`src/rtl/comma_pkg.sv`:
```
package comma_pkg;

  typedef enum logic [1:0] {
    ST_IDLE = 2'd0,
    ST_SCAN = 2'd1,
    ST_EMIT = 2'd2
  } dec_state_t;

  // two-bit words: 11, 01, 00 (everything but 10)
  function automatic logic pair_ok(input logic a, input logic b);
    return !(a && !b);
  endfunction

  // three-bit words: 011, 001 (first bit 0, last bit 1)
  function automatic logic trio_ok(input logic a, input logic b, input logic c);
    return !a && c;
  endfunction

  // symbol index of the word starting with a,b(,c)
  function automatic logic [2:0] word_index(input logic is3, input logic a,
                                            input logic b, input logic c);
    logic [2:0] r;
    if (is3) r = b ? 3'd1 : 3'd2;
    else if (a) r = 3'd0;
    else r = b ? 3'd3 : 3'd4;
    return r;
  endfunction

endpackage

```
`src/rtl/comma_scan.sv`:
```
module comma_scan
  import comma_pkg::*;
#(
  parameter int PW  = 6,
  parameter bit REV = 1'b0,
  localparam int BW = 1 << PW
) (
  input  logic          clk,
  input  logic          rst_n,
  input  logic          start,
  input  logic [PW-1:0] len,
  input  logic [BW-1:0] bits,
  output logic          run,
  output logic [BW-1:0] marks
);

  logic [PW-1:0] cnt_q, cnt_d;
  logic [BW-1:0] mk_q, mk_d;
  logic [PW-1:0] pos;
  logic [PW-1:0] anchor;
  logic          hit;

  assign run   = (cnt_q != '0);
  assign marks = mk_q;

  generate
    if (!REV) begin : g_fwd
      // position being decided: 1 .. len
      assign pos    = len - cnt_q + PW'(1);
      assign anchor = '0;
      always_comb begin
        hit = 1'b0;
        if (pos >= PW'(2) && mk_q[pos-PW'(2)] &&
            pair_ok(bits[pos-PW'(2)], bits[pos-PW'(1)]))
          hit = 1'b1;
        if (pos >= PW'(3) && mk_q[pos-PW'(3)] &&
            trio_ok(bits[pos-PW'(3)], bits[pos-PW'(2)], bits[pos-PW'(1)]))
          hit = 1'b1;
      end
    end else begin : g_rev
      // position being decided: len-1 .. 0
      assign pos    = cnt_q - PW'(1);
      assign anchor = len;
      always_comb begin
        hit = 1'b0;
        if (mk_q[pos+PW'(2)] && pair_ok(bits[pos], bits[pos+PW'(1)]))
          hit = 1'b1;
        if (mk_q[pos+PW'(3)] &&
            trio_ok(bits[pos], bits[pos+PW'(1)], bits[pos+PW'(2)]))
          hit = 1'b1;
      end
    end
  endgenerate

  always_comb begin
    cnt_d = cnt_q;
    mk_d  = mk_q;
    if (start) begin
      cnt_d        = len;
      mk_d         = '0;
      mk_d[anchor] = 1'b1;
    end else if (run) begin
      cnt_d     = cnt_q - PW'(1);
      mk_d[pos] = hit;
    end
  end

  always_ff @(posedge clk or negedge rst_n) begin
    if (!rst_n) begin
      cnt_q <= '0;
      mk_q  <= '0;
    end else begin
      cnt_q <= cnt_d;
      mk_q  <= mk_d;
    end
  end

  // the end a pass starts from stays marked while the pass runs
  p_anchor_kept_r3 : assert property (@(posedge clk) disable iff (!rst_n)
    run |-> mk_q[anchor]);

endmodule

```
`src/rtl/comma_emit.sv`:
```
module comma_emit
  import comma_pkg::*;
#(
  parameter int PW  = 6,
  localparam int BW = 1 << PW
) (
  input  logic          clk,
  input  logic          rst_n,
  input  logic          start,
  input  logic [PW-1:0] len,
  input  logic [BW-1:0] fin,
  input  logic [BW-1:0] bits,
  output logic          act,
  output logic          sym_valid,
  output logic [2:0]    sym_idx
);

  logic [PW-1:0] cur_q, cur_d;
  logic          act_q, act_d;
  logic          vld_q, vld_d;
  logic [2:0]    sym_q, sym_d;
  logic          long_w;

  assign act       = act_q;
  assign sym_valid = vld_q;
  assign sym_idx   = sym_q;

  // the next word is three bits long when the two-bit boundary is not kept
  assign long_w = !fin[cur_q+PW'(2)];

  always_comb begin
    cur_d = cur_q;
    act_d = act_q;
    vld_d = 1'b0;
    sym_d = sym_q;
    if (start) begin
      cur_d = '0;
      act_d = (len != '0);
    end else if (act_q) begin
      cur_d = cur_q + (long_w ? PW'(3) : PW'(2));
      act_d = (cur_d < len);
      vld_d = 1'b1;
      sym_d = word_index(long_w, bits[cur_q], bits[cur_q+PW'(1)],
                         bits[cur_q+PW'(2)]);
    end
  end

  always_ff @(posedge clk or negedge rst_n) begin
    if (!rst_n) begin
      cur_q <= '0;
      act_q <= 1'b0;
      vld_q <= 1'b0;
      sym_q <= '0;
    end else begin
      cur_q <= cur_d;
      act_q <= act_d;
      vld_q <= vld_d;
      sym_q <= sym_d;
    end
  end

  // exactly one of the two candidate next boundaries survives intersection
  p_one_step_r3 : assert property (@(posedge clk) disable iff (!rst_n)
    act_q |-> (fin[cur_q+PW'(2)] != fin[cur_q+PW'(3)]));

endmodule

```
`src/rtl/comma_decoder.sv`:
```
module comma_decoder
  import comma_pkg::*;
#(
  parameter int MAXN = 32,
  localparam int LW  = $clog2(MAXN + 1)
) (
  input  logic            clk,
  input  logic            rst_n,
  input  logic            load,
  input  logic [MAXN-1:0] msg_bits,
  input  logic [LW-1:0]   msg_len,
  output logic            busy,
  output logic            done,
  output logic            parse_err,
  output logic [MAXN:0]   bound_mask,
  output logic            sym_valid,
  output logic [2:0]      sym_idx
);

  // room for len+3 so that look-ahead indices never leave the vectors
  localparam int PW = $clog2(MAXN + 3);
  localparam int BW = 1 << PW;

  logic [1:0]    rs_q;
  logic          rst_ns;
  dec_state_t    st_q, st_d;
  logic [BW-1:0] bits_q, bits_d;
  logic [PW-1:0] len_q, len_d;
  logic          err_q, err_d;
  logic          done_q, done_d;
  logic          cap_en, emit_go;
  logic [PW-1:0] scan_len;
  logic          fw_run, rv_run;
  logic [BW-1:0] lo_mk, up_mk, fin;
  logic          em_act;

  always_ff @(posedge clk or negedge rst_n) begin
    if (!rst_n) rs_q <= 2'b00;
    else        rs_q <= {rs_q[0], 1'b1};
  end
  assign rst_ns = rs_q[1];

  assign cap_en   = load && (st_q == ST_IDLE);
  assign scan_len = cap_en ? PW'(msg_len) : len_q;
  assign fin      = lo_mk & up_mk;

  assign busy       = (st_q != ST_IDLE);
  assign done       = done_q;
  assign parse_err  = err_q;
  assign bound_mask = fin[MAXN:0];

  always_comb begin
    st_d    = st_q;
    bits_d  = bits_q;
    len_d   = len_q;
    err_d   = err_q;
    done_d  = 1'b0;
    emit_go = 1'b0;
    unique case (st_q)
      ST_IDLE: begin
        if (cap_en) begin
          st_d   = ST_SCAN;
          bits_d = BW'(msg_bits);
          len_d  = PW'(msg_len);
          err_d  = 1'b0;
        end
      end
      ST_SCAN: begin
        if (!fw_run && !rv_run) begin
          if (!lo_mk[len_q]) begin
            st_d   = ST_IDLE;
            err_d  = 1'b1;
            done_d = 1'b1;
          end else begin
            st_d    = ST_EMIT;
            emit_go = 1'b1;
          end
        end
      end
      ST_EMIT: begin
        if (!em_act) begin
          st_d   = ST_IDLE;
          done_d = 1'b1;
        end
      end
      default: st_d = ST_IDLE;
    endcase
  end

  always_ff @(posedge clk or negedge rst_ns) begin
    if (!rst_ns) begin
      st_q   <= ST_IDLE;
      bits_q <= '0;
      len_q  <= '0;
      err_q  <= 1'b0;
      done_q <= 1'b0;
    end else begin
      st_q   <= st_d;
      err_q  <= err_d;
      done_q <= done_d;
      if (cap_en) begin
        bits_q <= bits_d;
        len_q  <= len_d;
      end
    end
  end

  comma_scan #(.PW(PW), .REV(1'b0)) u_fwd (
    .clk(clk), .rst_n(rst_ns), .start(cap_en), .len(scan_len),
    .bits(bits_q), .run(fw_run), .marks(lo_mk)
  );

  comma_scan #(.PW(PW), .REV(1'b1)) u_rev (
    .clk(clk), .rst_n(rst_ns), .start(cap_en), .len(scan_len),
    .bits(bits_q), .run(rv_run), .marks(up_mk)
  );

  comma_emit #(.PW(PW)) u_emit (
    .clk(clk), .rst_n(rst_ns), .start(emit_go), .len(len_q),
    .fin(fin), .bits(bits_q), .act(em_act),
    .sym_valid(sym_valid), .sym_idx(sym_idx)
  );

  p_quiet_idle_r9 : assert property (@(posedge clk) disable iff (!rst_ns)
    !busy |-> !sym_valid);

  p_done_pulse_r9 : assert property (@(posedge clk) disable iff (!rst_ns)
    done |=> !done);

  p_load_ignored_r6 : assert property (@(posedge clk) disable iff (!rst_ns)
    (busy && load) |=> ($stable(len_q) && $stable(bits_q)));

  p_err_silent_r5 : assert property (@(posedge clk) disable iff (!rst_ns)
    parse_err |-> !sym_valid);

  p_scans_paired_r7 : assert property (@(posedge clk) disable iff (!rst_ns)
    fw_run == rv_run);

endmodule

```
`config.mk`:
```
export PLATFORM = sky130hd
export DESIGN_NAME = comma_decoder
export DESIGN_NICKNAME = d
export VERILOG_FILES = /design/src/rtl/comma_pkg.sv /design/src/rtl/comma_scan.sv /design/src/rtl/comma_emit.sv /design/src/rtl/comma_decoder.sv
export SDC_FILE = /design/constraint.sdc
export NUM_CORES = 1
export LEC_CHECK = 0
export CORE_MARGIN = 4
export CORE_UTILIZATION = 50
export DETAILED_ROUTE_END_ITERATION = 10
export PLACE_DENSITY_LB_ADDON = 0.08
export SYNTH_ARGS = -nofsm -noshare
export SYNTH_HDL_FRONTEND = slang
export SYNTH_SLANG_ARGS = --single-unit
```
`constraint.sdc`:
```
create_clock -name clk -period 12.2 [get_ports clk]
set_clock_uncertainty 0.05 [all_clocks]
set_input_delay 2.44 -clock clk [delete_from_list [all_inputs] [get_ports clk]]
set_output_delay 2.44 -clock clk [all_outputs]
set_load 0.1 [all_outputs]
```
==> out/metrics.yaml <==
run_status:
  status: "completed"
synth:
  synth_ff_type: "dfrtp_1"
  syn_avg_cell_area_um2: 9.46
  syn_area_um2: 16800
  ys_ff_latch: 195
  ys_types: 84
  synth-edff-count: 0
  ys_seq_area_share_pct: 29.0
  yosysWarnings: 0
  synth_nets: 1855
  synth_cells: 1776
  async_reset_ff_share_pct: 100
timing:
  fmax_mhz: 112
  hold_viol: 0
  slew_headroom_pct: 13.6
  setup_viol: 0
  finalSetupTns_ps: 0
  finalMaxSlewViolations: 0
  grt_setup_unrepaired: "false"
  tightest_slew_ps: 1290
  period_minus_slack_ps: 8960
  timing.final.crit_share_pct: 73.5
finish:
  layout-drive-gt1-share_pct: 15.4
  regArea_um2: 4890
  n_fill_cell: 3033
  multi_input_area_um2: 11000
  nNetsFinal: 1838
  areaGrowthSynthToFinish_pct: 9.19
critical_path:
  cp.arrival_ps: 9230
  critPathKind: "in -> reg"
  critPathMaxStageDelay_ps: 810
  reg2reg_from: "st_q[0]"
  end_kind: "register"
  path_cells: "clkdlybuf4s50_1 -> and2_4 -> buf_4 -> nand2_1 -> nand2_1 -> ha_2 -> ha_1 -> inv_1 -> fa_1 -> ha_1 -> xnor3_1 -> mux2i_1 -> mux2_2 -> or4b_1 -> a31oi_1 -> a311oi_4 -> buf_4 -> nor4_1 -> a211oi_1"
  crit_path_max_fanout: 78
  cp-startpoint: "load"
  crit_slowest_cell: "fa_1"
  worstPathRequired_ps: 12460
  crit_path_start_kind: "input pin"
hold_path:
  min-delay-path-class: "reg -> reg"
  min-delay-start: "rs_q[0]"
global_route:
  grt_max_degree: 80
  grt_pass1_vias: 14627
  grt_usage_pct: 35.1
  antenna_found_initial: 0
  grt_first_pass_wirelength_um: 95700
  overflow: 0
clock_tree:
  cts.root.buffer_cell: "clkbuf_16"
  holdBufCountCts: 0
  cts_resized: 0
  cts_setup_buffers: 0
  h-tree-depth: 4
  clk_pin_slew_ps: 80
  cts_made_buffers: 17
  tritoncts: "yes"
  clock_sink_count: 195
  insertion_delay_ps: 470
  clockBufferDepth: 2
detailed_routing:
  drtPass1Iterations: 6
  routed_wl_um: 64200
  detail-route-antenna-nets: 0
  vias: 15616
  drtIter0Drc: 2322
  vias_per_cell: 7.05
  post-route-drc-count: 0
  wire_per_inst_um: 29.0
die:
  core_area_um2: 32900
  initial_utilization_pct: 51.1
  die_height_um: 191
  fp.dieArea_um2: 36600
  rows: 66
  num_io_pins: 81
  die_x_um: 191
job:
  maxCapViolations: 0
placement:
  dp_hpwl_um: 45600
  routabilityCongestion: 0.992
  io_buffers: 80
-- final timing paths --
| kind | endpoint | cells after the start | slack [ps] |
|---|---|---|---|
| setup / recovery | u_fwd.marks[9] | 19 | 3240 |
| hold / removal | rs_q[1] | 0 | 300 |
| setup reg to reg | u_fwd.marks[9] | 20 | 4990 |
| hold reg to reg | rs_q[1] | 0 | 300 |
| max in group asynchronous | rs_q[1] | 1 | 9890 |
| min in group asynchronous | u_rev.marks[4] | 0 | 360 |
-- placed cells by master (no fill, tap or decap), types with 7 or more instances in the layout --
cell type	count
ha_1	35
nor2b_1	16
or3_1	12
o21ai_0	33
nand2b_1	14
nand2_1	299
o31ai_1	42
mux2i_1	54
nand4_1	7
a31oi_1	21
o311ai_0	19
a21o_1	8
clkdlybuf4s50_1	80
clkbuf_16	17
a21oi_1	109
nand3_1	34
xor2_1	11
a311oi_1	15
a211oi_2	9
inv_1	67
a211oi_1	46
xnor2_1	27
nor3_1	100
mux2_2	9
nor3b_1	15
and2_1	20
buf_4	27
mux4_2	160
nor4_1	17
dfrtp_1	192
a311o_1	8
nand3b_1	14
and3_1	19
nor2_1	114
-- flip-flops by register name, summed over array words and instances (netlist names), 2 cells and up --
signal / cells
rs_q: 2
u_emit.cur_q: 6
u_fwd.cnt_q: 6
bits_q: 32
u_rev.cnt_q: 6
u_fwd.marks: 64
u_emit.sym_idx: 3
len_q: 6
u_rev.marks: 64
st_q: 2
-- cell families after synthesis --
logic type	share of synthesized area (%)
AOI/OAI and AO/OA	14.8
DFF	29.0
other	0.0223
adders and majority gates	2.87
buffers and inverters	5.66
and+or+nand+nor	19.3
muxes	25.5
xor gates and xnor gates	2.80
-- critical path, delay by kind of cell --
kind,cells,cell delay [ps]
buf+inv,4,1780
mux,2,470
simple gates,5,1790
xor+xnor,1,600
fa+ha+maj,4,1640
compound gates,3,470
-- Yosys cell counts, drive strengths merged (8+ instances only) --
cell / number / area, um^2
ha: 37 / 463
a21o: 8 / 60.1
mux2i: 56 / 568
nand3: 34 / 170
a211oi: 55 / 458
a31oi: 21 / 131
o311ai: 21 / 184
xor2: 12 / 124
mux4: 160 / 3600
dfrtp: 195 / 4880
a311oi: 16 / 158
nor3: 100 / 500
a311o: 8 / 80.1
o31ai: 44 / 340
a21oi: 111 / 571
xnor2: 28 / 253
nand2b: 14 / 87.6
nor2: 114 / 428
nand3b: 14 / 105
nor4: 19 / 125
nor2b: 16 / 100
buf: 64 / 388
inv: 70 / 263
o21ai: 38 / 201
mux2: 10 / 113
and3: 19 / 119
and2: 23 / 146
nand2: 301 / 1130
nor3b: 15 / 113
clkbuf: 79 / 297
or3: 13 / 86.3
-- routing by layer --
metal | track usage (%) | vias up | routed length, um
met3 | 10.6 | 170 | 8080
li1 | - | 6617 | -
met5 | 0 | - | 0
met1 | 48.9 | 7721 | 24900
met4 | 15.0 | 0 | 3330
met2 | 50.9 | 1108 | 27900
-- layout make-up --
type	instances	area share, %
multi-input cells	1367	60.1
flip-flops and latches	195	26.6
repair buffers	107	5.47
well taps	442	3.01
clock buffers	17	2.32
inverters	71	1.45
clock inverters	15	1.00
diodes	1	0.0136
-- metrics by stage --
| step | utilization (%) | setup WS, ps | instance area, um^2 | instances | hold slack, ps |
|---|---|---|---|---|---|
| floorplan | - | 4920 | 16800 | 1776 | 281 |
| global placement | 54.0 | 3120 | 17700 | 2182 | 284 |
| detailed placement | 54.0 | 2840 | 17700 | 2182 | 289 |
| CTS | 55.8 | 3290 | 18300 | 2214 | 307 |
| global route | 55.8 | 2810 | 18300 | 2214 | 324 |
| finish | 55.8 | 3240 | 18400 | 2215 | 303 |
Power is not shown: default switching activity piles up to over one toggle a cycle in this logic, so the estimate is an artifact.
